**config.mk**
```make
export PLATFORM = sky130hd
export DESIGN_NAME = ss_spread_mod
export DESIGN_NICKNAME = d
export VERILOG_FILES = /design/src/rtl/ss_mod_pkg.sv /design/src/rtl/ss_rate_tick.sv /design/src/rtl/ss_wave_phase.sv /design/src/rtl/ss_offset_mix.sv /design/src/rtl/ss_spread_mod.sv
export SDC_FILE = /design/constraint.sdc
export NUM_CORES = 2
export LEC_CHECK = 0
export BUFFER_PORTS_ARGS = -buffer_cell sky130_fd_sc_hd__buf_2
export CAP_MARGIN = 0
export CORE_UTILIZATION = 45
export CTS_CLUSTER_DIAMETER = 60
export DETAILED_ROUTE_END_ITERATION = 7
export GPL_TIMING_DRIVEN = 0
export SETUP_SLACK_MARGIN = 0.4
export SLEW_MARGIN = 30
export SYNTH_ARGS = -nofsm -noshare
export SYNTH_HDL_FRONTEND = slang
export SYNTH_SLANG_ARGS = --single-unit
```
**constraint.sdc**
```tcl
create_clock -name clk_i -period 32.1 [get_ports clk_i]
set_input_delay 3.21 -clock clk_i [delete_from_list [all_inputs] [get_ports clk_i]]
set_output_delay 3.21 -clock clk_i [all_outputs]
set_load 0.02 [all_outputs]
```
**src/rtl/ss_mod_pkg.sv**
```systemverilog
package ss_mod_pkg;
  typedef enum logic {
    SPREAD_CENTER = 1'b0,
    SPREAD_DOWN   = 1'b1
  } spread_e;
endpackage

```
**src/rtl/ss_rate_tick.sv**
```systemverilog
module ss_rate_tick #(
  parameter int RATE_W = 6
) (
  input  logic              clk_i,
  input  logic              rst_ni,
  input  logic              hold_i,
  input  logic [RATE_W-1:0] rate_i,
  output logic              tick_o
);
  logic [RATE_W-1:0] cnt_q;
  logic [RATE_W-1:0] eff_rate;

  assign eff_rate = (rate_i == '0) ? RATE_W'(1) : rate_i;
  // compare with >= so a rate lowered mid-count fires at once
  assign tick_o   = !hold_i && (cnt_q >= eff_rate - RATE_W'(1));

  always_ff @(posedge clk_i or negedge rst_ni) begin
    if (!rst_ni)      cnt_q <= '0;
    else if (hold_i)  cnt_q <= '0;
    else if (tick_o)  cnt_q <= '0;
    else              cnt_q <= cnt_q + RATE_W'(1);
  end

  // a rate of 0 or 1 ticks on every unheld clock
  a_r5_unit_rate: assert property (@(posedge clk_i) disable iff (!rst_ni)
    (!hold_i && rate_i <= RATE_W'(1)) |-> tick_o);
endmodule

```
**src/rtl/ss_wave_phase.sv**
```systemverilog
module ss_wave_phase #(
  parameter int IDX_W = 7
) (
  input  logic             clk_i,
  input  logic             rst_ni,
  input  logic             hold_i,
  input  logic             tick_i,
  output logic [IDX_W-1:0] idx_o
);
  always_ff @(posedge clk_i or negedge rst_ni) begin
    if (!rst_ni)      idx_o <= '0;
    else if (hold_i)  idx_o <= '0;
    else if (tick_i)  idx_o <= idx_o + IDX_W'(1);
  end

  // a hold clears the index, even when a tick is pending
  a_r3_hold_clears: assert property (@(posedge clk_i) disable iff (!rst_ni)
    hold_i |=> idx_o == '0);
  // one step per tick, wrapping at the top
  a_r4_step: assert property (@(posedge clk_i) disable iff (!rst_ni)
    (!hold_i && tick_i) |=> idx_o == $past(idx_o) + IDX_W'(1));
  a_r4_idle: assert property (@(posedge clk_i) disable iff (!rst_ni)
    (!hold_i && !tick_i) |=> $stable(idx_o));
endmodule

```
**src/rtl/ss_offset_mix.sv**
```systemverilog
module ss_offset_mix
  import ss_mod_pkg::*;
#(
  parameter int INT_W     = 12,
  parameter int FRAC_W    = 24,
  parameter int DEPTH_W   = 5,
  parameter int IDX_W     = 7,
  parameter int DEPTH_DEN = 1000,
  parameter int RST_INT   = 16
) (
  input  logic                    clk_i,
  input  logic                    rst_ni,
  input  logic                    hold_i,
  input  spread_e                 mode_i,
  input  logic [INT_W+FRAC_W-1:0] base_i,
  input  logic [DEPTH_W-1:0]      depth_i,
  input  logic [IDX_W-1:0]        idx_i,
  output logic [INT_W+FRAC_W-1:0] div_o
);
  localparam int BASE_W    = INT_W + FRAC_W;
  localparam int PROD_W    = BASE_W + DEPTH_W + IDX_W;
  localparam int FULL      = 2 ** IDX_W;
  localparam int HALF      = FULL / 2;
  localparam int QTR       = HALF / 2;
  localparam int DIV_CONST = DEPTH_DEN * HALF;
  localparam logic [BASE_W-1:0] RST_VAL = BASE_W'(RST_INT) << FRAC_W;

  // returns {negative, magnitude} of the wave sample at a phase
  function automatic logic [IDX_W:0] wave_point(input logic [IDX_W-1:0] ph,
                                                input logic dn);
    int p;
    int m;
    logic ng;
    p = int'(ph);
    if (dn) begin
      ng = 1'b1;
      m  = (p < HALF) ? p : FULL - p;
    end else if (p < QTR) begin
      ng = 1'b0; m = p;
    end else if (p <= HALF) begin
      ng = 1'b0; m = HALF - p;
    end else if (p < HALF + QTR) begin
      ng = 1'b1; m = p - HALF;
    end else begin
      ng = 1'b1; m = FULL - p;
    end
    return {ng, m[IDX_W-1:0]};
  endfunction

  function automatic logic [BASE_W-1:0] scaled_offset(input logic [BASE_W-1:0]  b,
                                                      input logic [DEPTH_W-1:0] d,
                                                      input logic [IDX_W-1:0]   m);
    logic [PROD_W-1:0] prod;
    logic [PROD_W-1:0] quo;
    prod = PROD_W'(b) * PROD_W'(d) * PROD_W'(m);
    quo  = prod / PROD_W'(DIV_CONST);
    return quo[BASE_W-1:0];
  endfunction

  logic [IDX_W:0]      pt;
  logic [BASE_W-1:0]   off;
  logic [BASE_W:0]     sum;
  logic [BASE_W-1:0]   nxt;

  always_comb begin
    pt  = wave_point(idx_i, mode_i == SPREAD_DOWN);
    off = scaled_offset(base_i, depth_i, pt[IDX_W-1:0]);
    sum = {1'b0, base_i} + {1'b0, off};
    if (pt[IDX_W])           nxt = base_i - off;
    else if (sum[BASE_W])    nxt = '1;
    else                     nxt = sum[BASE_W-1:0];
  end

  always_ff @(posedge clk_i or negedge rst_ni) begin
    if (!rst_ni)      div_o <= RST_VAL;
    else if (hold_i)  div_o <= base_i;
    else              div_o <= nxt;
  end

  // a held modulator passes the base through
  a_r2_passthru: assert property (@(posedge clk_i) disable iff (!rst_ni)
    hold_i |=> div_o == $past(base_i));
  // down spread never exceeds the base
  a_r6_never_above: assert property (@(posedge clk_i) disable iff (!rst_ni)
    (!hold_i && mode_i == SPREAD_DOWN) |=> div_o <= $past(base_i));
  // in center spread, a sample with a non-negative offset never falls below the base
  a_r7_upper_half: assert property (@(posedge clk_i) disable iff (!rst_ni)
    (!hold_i && mode_i == SPREAD_CENTER && !pt[IDX_W]) |=> div_o >= $past(base_i));
endmodule

```
**src/rtl/ss_spread_mod.sv**
```systemverilog
module ss_spread_mod
  import ss_mod_pkg::*;
#(
  parameter int INT_W     = 12,
  parameter int FRAC_W    = 24,
  parameter int DEPTH_W   = 5,
  parameter int RATE_W    = 6,
  parameter int IDX_W     = 7,
  parameter int DEPTH_DEN = 1000,
  parameter int RST_INT   = 16
) (
  input  logic               clk_i,
  input  logic               rst_ni,
  input  logic [INT_W-1:0]   base_int_i,
  input  logic [FRAC_W-1:0]  base_frac_i,
  input  logic               bypass_i,
  input  logic               mod_reset_i,
  input  logic               down_spread_i,
  input  logic [RATE_W-1:0]  rate_div_i,
  input  logic [DEPTH_W-1:0] depth_i,
  output logic [INT_W-1:0]   div_int_o,
  output logic [FRAC_W-1:0]  div_frac_o,
  output logic [IDX_W-1:0]   wave_idx_o
);
  localparam int BASE_W = INT_W + FRAC_W;

  logic              hold;
  logic              tick;
  logic [BASE_W-1:0] base;
  logic [BASE_W-1:0] div_q;
  spread_e           mode;

  assign hold = bypass_i | mod_reset_i;
  assign base = {base_int_i, base_frac_i};
  assign mode = spread_e'(down_spread_i);

  ss_rate_tick #(.RATE_W(RATE_W)) u_tick (
    .clk_i(clk_i), .rst_ni(rst_ni), .hold_i(hold),
    .rate_i(rate_div_i), .tick_o(tick)
  );

  ss_wave_phase #(.IDX_W(IDX_W)) u_phase (
    .clk_i(clk_i), .rst_ni(rst_ni), .hold_i(hold),
    .tick_i(tick), .idx_o(wave_idx_o)
  );

  ss_offset_mix #(
    .INT_W(INT_W), .FRAC_W(FRAC_W), .DEPTH_W(DEPTH_W), .IDX_W(IDX_W),
    .DEPTH_DEN(DEPTH_DEN), .RST_INT(RST_INT)
  ) u_mix (
    .clk_i(clk_i), .rst_ni(rst_ni), .hold_i(hold), .mode_i(mode),
    .base_i(base), .depth_i(depth_i), .idx_i(wave_idx_o), .div_o(div_q)
  );

  assign div_int_o  = div_q[BASE_W-1:FRAC_W];
  assign div_frac_o = div_q[FRAC_W-1:0];

  // the first unheld clock after a hold yields the base value
  a_r8_restart: assert property (@(posedge clk_i) disable iff (!rst_ni)
    ($past(hold) && !hold) |=> div_q == $past(base));
endmodule

```
==> results.toml <==
[run_status]
status = "finished, violations left"
violations = "setup timing"

[die]
start_util_pct = 45.4
die_w_um = 257
dieArea_um2 = 66000
rows = 93
fp.dieH_um = 257
pin_count = 95
fp.coreArea_um2 = 64300

[logic_synthesis]
synth_area_leaders = "fa_1, ha_1, nor2_1"
syn_area_per_cell_um2 = 7.65
netlist_area_um2 = 29200
async_flop_share_pct = 100
ys.flop_type = "dfrtp_1"
syn_nets = 4364
synth_cells = 3822
synth_cell_type_count = 157
synth_warnings = 0
ys_ff_latch = 49
synth_edf_count = 0
synth_top_area_share_pct = 20.4
yosys.area.top_type = "fa_1"
synth.yosys.seq_area_share_pct = 4.20

[grt]
overflow = 0
antenna_found_initial = 4
track_usage_pct = 29.8
grt_pass1_wl_um = 160000
first_global_vias = 29800
grt_max_degree = 37

[timing]
fmax_mhz = 22.7
relSlewSlack_pct = 29.0
rsz0062_at_grt = "true"
clock_skew_ns = 0.00399
worst_pin_slew_ns = 1.06
min_period_over_period_pct = 137
finalMaxSlewViolations = 0
period_minus_slack_ns = 43.98
whs_ns = 0.487
tns_ns = -424.32
setup_slack_ns = -11.88
setup_viol = 36
hold_viol = 0

[critical_path]
start_kind = "input pin"
critPathMaxStageDelay_ns = 0.58
worstPathMaxFanout = 10
criticalPathCategory = "in -> reg"
cp.required_ns = 32.29
cpMostUsedCell = "a21o_1"
crit_start = "depth_i[4]"
crit_path_end_kind = "register"
slowest_stage = "or4_4"
arrival_ns = 44.17
r2r-start = "u_phase.idx_o[0]"

[cts]
cts_tree = "built"
cts_num_sinks = 49
clock-root-buffer = "clkbuf_16"
numCtsBuffers = 5
path_clk_slew_ns = 0.09
clk_latency_ns = 0.35
cts_max_level = 2
clk_path_buf_depth = 2
hold_buffers = 0

[cells_and_area]
drive_gt1_share_pct = 26.0
final_area_um2 = 37200
final_net_count = 4806
final_cell_mix = "nor2_1, inv_1, buf_4"
mostFrequentLayoutCell = "nor2_1"
syn2layout_area_growth_pct = 27.1

[pwr]
leakage_uw = 0.0167
powerDensity_nw_per_um2 = 32.9
total_power_uw = 1230
peakVddDrop_mv = 0.0303

[detailed_routing]
drc = 0
drt_wl_total_um = 100000
wl_per_cell_um = 19.5
drt_iter0_markers = 2245
num_vias = 30200
drt_first_pass_iters = 6
detail-route-antenna-nets = 0
vias_per_cell = 5.90

[placement]
dp_hpwl_um = 76300
dp_slack_ns = -16.03
routabilityCongestion = 0.922
placed_area_um2 = 31700
port_buffers = 90

[flow_run]
max_cap_violations = 0

[min_path]
hp-class = "reg -> reg"
hp-start = "u_tick.cnt_q[0]"
==> area by class of cell <==
class / count / area, um2
diodes: 2 / 5.00
plain buffers: 153 / 1170
clock buffers: 6 / 129
clock inverters: 2 / 13.8
fillers: 5912 / 27200
inverters: 378 / 1450
multi-input cells: 3244 / 28800
flip-flops and latches: 49 / 1230
well taps: 855 / 1070
repair buffers: 433 / 3310
==> per-layer routing <==
metal	track usage, %	part of all wire, %
met1	38.7	43
met2	51.4	49
met3	3.62	5.6
met4	9.14	3.2
met5	0	0
==> worst max-delay path: cells and delay by family <==
family,cells,cell delay (ns)
buffers and inverters,46,6.28
xor gates and xnor gates,3,0.67
and+or+nand+nor,22,4.08
AOI/OAI and AO/OA,112,22.45
adders and majority gates,12,4.68
muxes,8,2.75
==> flip-flops by register name, summed over array words and instances, names as in the netlist <==
name / cells
u_tick.cnt_q: 6
u_mix.div_o: 36
u_phase.idx_o: 7
==> final timing paths <==
| path | endpoint | slack, ns | cells after the start |
|---|---|---|---|
| min in group asynchronous | u_mix.div_o[35] | 2.73 | 1 |
| max in group asynchronous | u_mix.div_o[17] | 28.83 | 2 |
| worst min-delay path | u_tick.cnt_q[0] | 0.49 | 1 |
| worst max-delay path | u_mix.div_o[33] | -11.88 | 203 |
| worst max register to register | u_mix.div_o[33] | -6.08 | 174 |
| worst min register to register | u_tick.cnt_q[0] | 0.49 | 1 |
==> where the power goes <==
group,internal [uW],switching [uW],total (uW)
combinational,444,643,1090
sequential,68.5,1.67,70.2
clock,29.6,38.1,67.7
==> repair_timing <==
action / in CTS / in global routing
resized for setup: 315 / 164
pin swaps: 220 / 203
buffers inserted: 237 / 100
gates cloned: 5 / 2
setup endpoints to repair: 36 / 36
==> cells in the mapped netlist (44+ instances only) <==
library cell and number:
a21o_1 91, a21oi_1 239, and2_1 158, buf_4 44
clkbuf_1 66, dfrtp_1 48, fa_1 298, ha_1 192
inv_1 366, nand2_1 312, nand3_1 76, nor2_1 544
nor3_1 85, o21ai_0 110, o21bai_1 45, xnor2_1 166
xor2_1 65
==> logic make-up (layout without fill, tap and decap cells) <==
| logic type | Yosys count | count (layout) | synth area share (%) |
|---|---|---|---|
| AOI/OAI and AO/OA | 1007 | 1009 | 25.5 |
| xor gates and xnor gates | 242 | 242 | 7.59 |
| adders and majority gates | 502 | 502 | 29.0 |
| buffers and inverters | 531 | 972 | 8.00 |
| DFF | 49 | 49 | 4.20 |
| muxes | 62 | 62 | 2.37 |
| other | 0 | 2 | 0 |
| and+or+nand+nor | 1429 | 1429 | 23.4 |
==> through the flow <==
| step | util (%) | std cells |
|---|---|---|
| 5_1_grt | 57.8 | 5120 |
| 3_3_place_gp | 49.2 | 4767 |
| 3_5_place_dp | 49.3 | 4768 |
| 4_1_cts | 55.1 | 5018 |
| 2_1_floorplan | - | 3822 |
| 6_report | 57.8 | 5122 |
Note: power is estimated with default switching activity, not from simulation.
